===== src/rtl/pti_pkg.sv =====
package pti_pkg;
  localparam int unsigned PTI_GROUPS  = 4;
  localparam int unsigned PTI_GROUP_W = 8;
  localparam int unsigned PTI_ADDR_W  = 3;

  // Pins of one group that moved between two samples and are enabled.
  function automatic logic [PTI_GROUP_W-1:0] pti_edges(
      input logic [PTI_GROUP_W-1:0] now_v,
      input logic [PTI_GROUP_W-1:0] ref_v,
      input logic [PTI_GROUP_W-1:0] mask_v);
    return (now_v ^ ref_v) & mask_v;
  endfunction
endpackage


===== src/rtl/pti_sync.sv =====
module pti_sync #(
  parameter int unsigned W = 32
) (
  input  logic         clk,
  input  logic         rst_n,
  input  logic [W-1:0] pins_i,
  output logic [W-1:0] cur_o,
  output logic [W-1:0] prev_o
);
  logic [W-1:0] stage1_q, stage2_q, prev_q;

  always_ff @(posedge clk or negedge rst_n) begin
    if (!rst_n) begin
      stage1_q <= '0;
      stage2_q <= '0;
      prev_q   <= '0;
    end else begin
      stage1_q <= pins_i;
      stage2_q <= stage1_q;
      prev_q   <= stage2_q;
    end
  end

  assign cur_o  = stage2_q;
  assign prev_o = prev_q;
endmodule


===== src/rtl/pti_group_det.sv =====
module pti_group_det
  import pti_pkg::*;
(
  input  logic [PTI_GROUP_W-1:0] cur_i,
  input  logic [PTI_GROUP_W-1:0] prev_i,
  input  logic [PTI_GROUP_W-1:0] snap_i,
  input  logic [PTI_GROUP_W-1:0] mask_i,
  output logic                   hit_o,
  output logic                   drift_o
);
  logic [PTI_GROUP_W-1:0] edges_w, moved_w;

  assign edges_w = pti_edges(cur_i, prev_i, mask_i);
  assign moved_w = pti_edges(cur_i, snap_i, mask_i);
  assign hit_o   = |edges_w;
  assign drift_o = |moved_w;
endmodule


===== src/rtl/pti_wake_ctl.sv =====
module pti_wake_ctl #(
  parameter int unsigned W    = 32,
  parameter int unsigned NGRP = 4
) (
  input  logic            clk,
  input  logic            rst_n,
  input  logic            sleep_i,
  input  logic            wake_done_i,
  input  logic [NGRP-1:0] hit_i,
  input  logic [NGRP-1:0] drift_i,
  input  logic [W-1:0]    prev_i,
  output logic [W-1:0]    snap_o,
  output logic            armed_o,
  output logic [NGRP-1:0] set_o
);
  logic         armed_q;
  logic [W-1:0] snap_q;
  logic         capture_w, resolve_w;

  assign capture_w = sleep_i && !armed_q && (|hit_i);
  assign resolve_w = armed_q && wake_done_i;

  always_ff @(posedge clk or negedge rst_n) begin
    if (!rst_n) begin
      armed_q <= 1'b0;
      snap_q  <= '0;
    end else begin
      if (resolve_w)      armed_q <= 1'b0;
      else if (capture_w) armed_q <= 1'b1;
      if (capture_w)      snap_q  <= prev_i;
    end
  end

  always_comb begin
    if (resolve_w)                 set_o = drift_i;
    else if (sleep_i || armed_q)   set_o = '0;
    else                           set_o = hit_i;
  end

  assign snap_o  = snap_q;
  assign armed_o = armed_q;
endmodule


===== src/rtl/pti_regs.sv =====
module pti_regs
  import pti_pkg::*;
#(
  parameter int unsigned NGRP   = PTI_GROUPS,
  parameter int unsigned ADDR_W = PTI_ADDR_W
) (
  input  logic                        clk,
  input  logic                        rst_n,
  input  logic                        we_i,
  input  logic [ADDR_W-1:0]           addr_i,
  input  logic [PTI_GROUP_W-1:0]      wdata_i,
  input  logic [NGRP-1:0]             set_i,
  output logic [NGRP*PTI_GROUP_W-1:0] mask_o,
  output logic [NGRP-1:0]             flag_o,
  output logic [NGRP-1:0]             gate_o,
  output logic [PTI_GROUP_W-1:0]      rdata_o
);
  localparam logic [ADDR_W-1:0] A_FLAG = ADDR_W'(NGRP);
  localparam logic [ADDR_W-1:0] A_GATE = ADDR_W'(NGRP + 1);

  logic [NGRP-1:0] flag_q, gate_q, clr_w;
  logic            unused_hi;

  assign unused_hi = ^wdata_i[PTI_GROUP_W-1:NGRP];
  assign clr_w     = (we_i && addr_i == A_FLAG) ? wdata_i[NGRP-1:0] : '0;

  for (genvar g = 0; g < NGRP; g++) begin : g_mask
    logic [PTI_GROUP_W-1:0] mask_q;
    always_ff @(posedge clk or negedge rst_n) begin
      if (!rst_n)                                 mask_q <= '0;
      else if (we_i && addr_i == ADDR_W'(g))      mask_q <= wdata_i;
    end
    assign mask_o[g*PTI_GROUP_W +: PTI_GROUP_W] = mask_q;
  end

  always_ff @(posedge clk or negedge rst_n) begin
    if (!rst_n) begin
      flag_q <= '0;
      gate_q <= '0;
    end else begin
      flag_q <= (flag_q & ~clr_w) | set_i;
      if (we_i && addr_i == A_GATE) gate_q <= wdata_i[NGRP-1:0];
    end
  end

  always_comb begin
    rdata_o = '0;
    for (int g = 0; g < NGRP; g++)
      if (addr_i == ADDR_W'(g)) rdata_o = mask_o[g*PTI_GROUP_W +: PTI_GROUP_W];
    if (addr_i == A_FLAG) rdata_o = PTI_GROUP_W'(flag_q);
    if (addr_i == A_GATE) rdata_o = PTI_GROUP_W'(gate_q);
  end

  assign flag_o = flag_q;
  assign gate_o = gate_q;
endmodule


===== src/rtl/pin_toggle_irq.sv =====
module pin_toggle_irq
  import pti_pkg::*;
#(
  parameter int unsigned NGRP   = PTI_GROUPS,
  parameter int unsigned ADDR_W = PTI_ADDR_W,
  localparam int unsigned NPINS = NGRP * PTI_GROUP_W
) (
  input  logic                   clk,
  input  logic                   rst_n,
  input  logic [NPINS-1:0]       pins_i,
  input  logic                   sleep_i,
  input  logic                   wake_done_i,
  input  logic                   reg_we_i,
  input  logic [ADDR_W-1:0]      reg_addr_i,
  input  logic [PTI_GROUP_W-1:0] reg_wdata_i,
  output logic [PTI_GROUP_W-1:0] reg_rdata_o,
  output logic [NGRP-1:0]        irq_o,
  output logic                   wake_req_o
);
  logic [NPINS-1:0] cur_w, prev_w, snap_w, mask_w;
  logic [NGRP-1:0]  hit_w, drift_w, set_vec, flag_q, gate_q;
  logic             armed;

  pti_sync #(.W(NPINS)) u_sync (
    .clk(clk), .rst_n(rst_n), .pins_i(pins_i), .cur_o(cur_w), .prev_o(prev_w)
  );

  for (genvar g = 0; g < NGRP; g++) begin : g_det
    pti_group_det u_det (
      .cur_i  (cur_w [g*PTI_GROUP_W +: PTI_GROUP_W]),
      .prev_i (prev_w[g*PTI_GROUP_W +: PTI_GROUP_W]),
      .snap_i (snap_w[g*PTI_GROUP_W +: PTI_GROUP_W]),
      .mask_i (mask_w[g*PTI_GROUP_W +: PTI_GROUP_W]),
      .hit_o  (hit_w[g]),
      .drift_o(drift_w[g])
    );
  end

  pti_wake_ctl #(.W(NPINS), .NGRP(NGRP)) u_wake (
    .clk(clk), .rst_n(rst_n), .sleep_i(sleep_i), .wake_done_i(wake_done_i),
    .hit_i(hit_w), .drift_i(drift_w), .prev_i(prev_w),
    .snap_o(snap_w), .armed_o(armed), .set_o(set_vec)
  );

  pti_regs #(.NGRP(NGRP), .ADDR_W(ADDR_W)) u_regs (
    .clk(clk), .rst_n(rst_n), .we_i(reg_we_i), .addr_i(reg_addr_i),
    .wdata_i(reg_wdata_i), .set_i(set_vec), .mask_o(mask_w),
    .flag_o(flag_q), .gate_o(gate_q), .rdata_o(reg_rdata_o)
  );

  assign irq_o      = flag_q & gate_q;
  assign wake_req_o = armed;
endmodule


===== config.mk =====
export PLATFORM = sky130hd
export DESIGN_NAME = pin_toggle_irq
export DESIGN_NICKNAME = d
export VERILOG_FILES = /design/src/rtl/pti_pkg.sv /design/src/rtl/pti_sync.sv /design/src/rtl/pti_group_det.sv /design/src/rtl/pti_wake_ctl.sv /design/src/rtl/pti_regs.sv /design/src/rtl/pin_toggle_irq.sv
export SDC_FILE = /design/constraint.sdc
export NUM_CORES = 1
export LEC_CHECK = 0
export BUFFER_PORTS_ARGS = -buffer_cell sky130_fd_sc_hd__clkbuf_2
export CAP_MARGIN = 10
export CORE_ASPECT_RATIO = 1.1
export CORE_UTILIZATION = 45
export DETAILED_ROUTE_END_ITERATION = 10
export GPL_TIMING_DRIVEN = 0
export PLACE_DENSITY_LB_ADDON = 0.3
export SKIP_CTS_REPAIR_TIMING = 1
export SLEW_MARGIN = 20
export SYNTH_ARGS = -nofsm -noshare
export SYNTH_HDL_FRONTEND = slang
export SYNTH_SLANG_ARGS = --single-unit

===== constraint.sdc =====
create_clock -name clk -period 5.4 [get_ports clk]
set_input_delay 0.81 -clock clk [delete_from_list [all_inputs] [get_ports clk]]
set_output_delay 0.81 -clock clk [all_outputs]
set_load 0.01 [all_outputs]

== Word-level counts from Yosys, hierarchy flattened ==
Index checks and enable logic that the tools add are counted.

* Add/sub/neg operators: 0
* Multipliers: 0
* Divide/modulo/power cells: 0
* Magnitude comparators: 0
* Equal/unequal tests: 5
* Shift operators: 0
* Multiplexer cells: 11
* Bitwise gates (word level): 20
* Reductions and logical operators: 22

{| class="wikitable"
|+ Operators by type and width
! kind !! count
|-
| AND 8 bit || 8
|-
| OR reduction 8 bit || 8
|-
| XOR 8 bit || 8
|-
| two-way mux 8 bit || 6
|-
| OR reduction 32 bit || 1
|-
| two-way mux 4 bit || 3
|-
| logical AND 1 bit || 9
|-
| AND 4 bit || 2
|-
| equality test 3 x 2 -> 1 bit, second input constant || 2
|-
| equality test 3 bit, second input constant || 2
|-
| inverter 4 bit || 1
|-
| OR 4 bit || 1
|-
| equality test 3 x 1 -> 1 bit, second input constant || 1
|-
| logical NOT 3 bit || 1
|-
| two-way mux 1 bit || 2
|-
| nonzero test 2 bit || 1
|-
| logical NOT 1 bit || 1
|-
| logical OR 1 bit || 1
|}

* Register bits: 169
* Latch bits: 0
* Memory bits (writable): 0
* Memory bits (read-only): 0
* Output and inout port bits: 13
* Memories kept: 0

== Depth between registers and ports, before layout ==
* Word-level depth: 7
* Gate-level depth with buffers: 6
* Mapped depth without buffers: 5

== Modules after synthesis ==
A second synthesis with hierarchy kept.

* Cell total of the unflattened synthesis: 418
* Area, all modules: 6648.9 um2

{| class="wikitable"
|+ Modules (own cells, without submodules)
! module !! times used !! cells each !! area an instance (um2) !! sequential area each (um2)
|-
| pti_sync || 1 || 96 || 2402.3 || 2402.3
|-
| pti_regs || 1 || 136 || 1935.6 || 1001.0
|-
| pti_wake_ctl || 1 || 78 || 1435.1 || 825.8
|-
| pti_group_det || 4 || 26 || 212.7 || 0.0
|-
| pin_toggle_irq || 1 || 4 || 25.0 || 0.0
|}

== Least setup slack after synthesis ==
No wires, ideal clock.

* Path kind: input port to output port
* Start point: in reg_addr_i[0]
* End point: out reg_rdata_o[6]
* Arrival: 2.106 ns
* Path slack: 2.484 ns
* Cell stages on the path: 4
* Buffers on the path: 2
* Cell sequence: clkbuf_1 -> clkbuf_1 -> mux4_2 -> nor2b_1

* Cells in the longest elaborated chain, start to end: 7

{| class="wikitable"
|+ Ends and longest elaborated chain
! element !! line !! text
|-
| start: declaration || pin_toggle_irq.sv:14 || <nowiki>input logic [ADDR_W-1:0] reg_addr_i,</nowiki>
|-
| logical NOT 3 bit || pti_regs.sv:49 || <nowiki>if (addr_i == ADDR_W'(g)) rdata_o = mask_o[g*PTI_GROUP_W +: PTI_GROUP_W];</nowiki>
|-
| two-way mux 8 bit (4 in series) || pti_regs.sv:49 ||
|-
| two-way mux 8 bit || pti_regs.sv:50 || <nowiki>if (addr_i == A_FLAG) rdata_o = PTI_GROUP_W'(flag_q);</nowiki>
|-
| two-way mux 8 bit (*) || pti_regs.sv:51 || <nowiki>if (addr_i == A_GATE) rdata_o = PTI_GROUP_W'(gate_q);</nowiki>
|-
| end: declaration || pin_toggle_irq.sv:16 || <nowiki>output logic [PTI_GROUP_W-1:0] reg_rdata_o,</nowiki>
|}

Every way passes the cells marked *; elsewhere a longest branch is shown, timed or not.

== Worst setup path after layout ==
* Start point: in reg_addr_i[0]
* End point: out reg_rdata_o[3]

Same word-level chain as after synthesis.

==> results.md <==
* Status: finished clean
* Clock Latency Late Sink at 420 ps
* Cell Pwr Density at 423 nW/um^2
* Simple-gate share of the synthesized area at 0.0381
* Hold slack at 293 ps
* Num Clock Sinks at 169
* Worst-margin pin slew at 717 ps
* Compound-Gate Fraction of Synth Area at 0.0663
* Most common cell after layout, fill and taps aside: dfrtp_1
* Vias in the first global route at 3761
* Critical path launch point type: primary input
* Max H-tree Level at 4
* Routed WL per cell at 18.5 um
* Mux contribution to synthesized area at 0.156
* Setup TNS Final at 0 ps
* Row cnt at 45
* Worst path required time at 4590 ps
* Yosys reg bits at 169
* Gpl congestion at 0.827
* Mean area per synthesized cell at 15.7 um^2
* PortBufs at 59
* CP Capture Type: primary output
* Arrival time at the worst endpoint at 2600 ps
* # DRC at 0
* XOR/XNOR Fraction of Synth Area at 0.0853
* Layout Skew at 7.29 ps
* Pre-CTS setup slack at 2010 ps
* YS warnings at 0
* Maximum vdd drop at 0.231 mV
* Clk buf depth at 2
* Tcrit/Tclk final at 0.632
* Layout cells sized above 1 at 0.351
* Die Y-Extent at 129 um
* Max Fanout on Critical Path at 10
* Max-Cap Viols at 0
* Routed Wire Length at 12.9 mm
* Post-Synthesis Cells at 417
* Total power draw at 0.00328 W
* Largest family of logic cells by synthesized area: multiplexers
* Reg2Reg Depth at 6
* Fill count at 1136
* CTS tree: yes
* IO Pins at 61
* First-pass GRT wire length at 20.6 mm
* Die ar. at 15100 um^2
* CTS root buf: clkbuf_16
* Overflow after GRT at 0
* Max-slew violation count at 0
* Final Hold Viols at 0
* Final setup violation count at 0
* Clk slew on worst S/H paths at 60 ps
* Initial DRC count at 206
* Die Width at 117 um
* Relative slew slack at 0.520
* Largest net degree at the start of global routing at 69
* Syn nets at 465
* Nets at 545
* Minimum clock period at 3410 ps
* Top_reg_cell synth: dfrtp_1
* Post-Syn Area at 6570 um^2
* Via count at 3585
* Post-Synth Adder-Cell Area at 0
* Fmax at 293 MHz
* Pleak at 3.51 nW
* Initial DRT Pass Iterations at 4
* Area leader, netlist: dfrtp_1
* Dominant cells by area after synthesis: dfrtp_1, xor2_1, mux2_4
* Ys async rst share at 1.00
* Most frequent cells in the layout: dfrtp_1, xor2_1, clkbuf_2, mux2_2, mux2_4
* Core region area at 14000 um^2
* Area delta synth->final at 18.0%
* Unrepaired setup endpoints after global routing: false
* Gr usage total at 0.190
* Synth top area share at 0.644
* CTS Buf Count at 17
* Sequential element share of the synthesized area at 0.644
* Diodes inserted at 0
* Initial antenna violation count at 0
* Dpl hpwl at 9.22 mm
* Count of different cell masters after synthesis at 38
* Number of synthesized flops with an enable pin at 0
* CP Class: primary input to primary output
* Hold Crit Class: primary input to asynchronous set/reset pin
* Final worst slack at 1990 ps
* Via-to-Cell Ratio at 5.14
* Initial Util at 0.468
* Post-route ant nets at 0
-- logic make-up (layout without fill, tap and decap cells) --
kind of cell | after synthesis | in the layout
xor gates and xnor gates | 64 | 64
muxes | 78 | 78
buffers and inverters | 12 | 105
and+or+nand+nor | 42 | 42
AOI/OAI and AO/OA | 52 | 52
DFF | 169 | 169
-- cells in the mapped netlist (3+ instances only) --
library cell and instances:
a221o_1 3, a221oi_1 3, a22o_1 3, a22oi_1 22, a22oi_2 4, a31oi_1 6
and2_1 4, buf_6 3, clkbuf_1 4, dfrtp_1 169, inv_1 3, mux2_2 38
mux2_4 29, mux2i_1 7, mux4_2 4, nand2_1 12, nor2_1 6, nor2b_1 6
o221ai_1 3, xor2_1 64
-- registers in the layout, summed over array words and instances, names as in the netlist --
signal,count
u_regs.gate_o,4
u_regs.flag_o,4
u_sync.prev_o,32
u_sync.stage1_q,32
u_sync.cur_o,32
u_wake.armed_o,1
u_wake.snap_o,32
u_regs.g_mask.mask_q,32
-- per-stage QoR --
stage / cells / util / area, um^2
final: 698 / 0.553 / 7750
after global routing: 698 / 0.553 / 7750
after CTS: 698 / 0.553 / 7750
after detailed placement: 666 / 0.511 / 7160
after global placement: 664 / 0.506 / 7100
after floorplan: 417 / - / 6570
-- cell type report --
class | count | area, um^2 | area share
flip-flops and latches | 169 | 4230 | 0.546
multi-input cells | 236 | 2270 | 0.293
clock buffers | 19 | 443 | 0.0572
repair buffers | 61 | 359 | 0.0463
well taps | 188 | 235 | 0.0304
clock inverters | 13 | 144 | 0.0186
plain buffers | 9 | 57.6 | 0.00743
inverters | 3 | 11.3 | 0.00145
-- power breakdown --
group | internal (W) | switching, W
combinational | 0.000285 | 0.000219
clock | 0.000695 | 0.000492
sequential | 0.00143 | 0.000158
total | 0.00241 | 0.000869
-- routing by layer --
layer	global-route usage	vias up	wire, um
met3	0.0584	17	668
met5	0	-	0
met2	0.291	88	6050
met1	0.255	1824	5970
li1	-	1656	-
met4	0.0707	0	257
-- worst paths after layout --
kind | start | to | slack, ps
hold / removal | rst_n | u_wake.snap_o[5] | 290
hold reg to reg | u_sync.stage1_q[12] | u_sync.cur_o[12] | 340
min in group clk | u_sync.stage1_q[12] | u_sync.cur_o[12] | 340
max in group asynchronous | rst_n | u_sync.stage1_q[18] | 4140
setup reg to reg | u_sync.cur_o[10] | u_wake.snap_o[13] | 2880
setup / recovery | reg_addr_i[0] | reg_rdata_o[3] | 1990
-- worst max-delay path: stages --
cell	delay [ps]
clkbuf_1	330
clkbuf_1	500
buf_2	360
nor2_1	80
a31oi_1	180
o221ai_1	170
clkbuf_2	160
No activity file was read; power rests on OpenSTA's default activity.
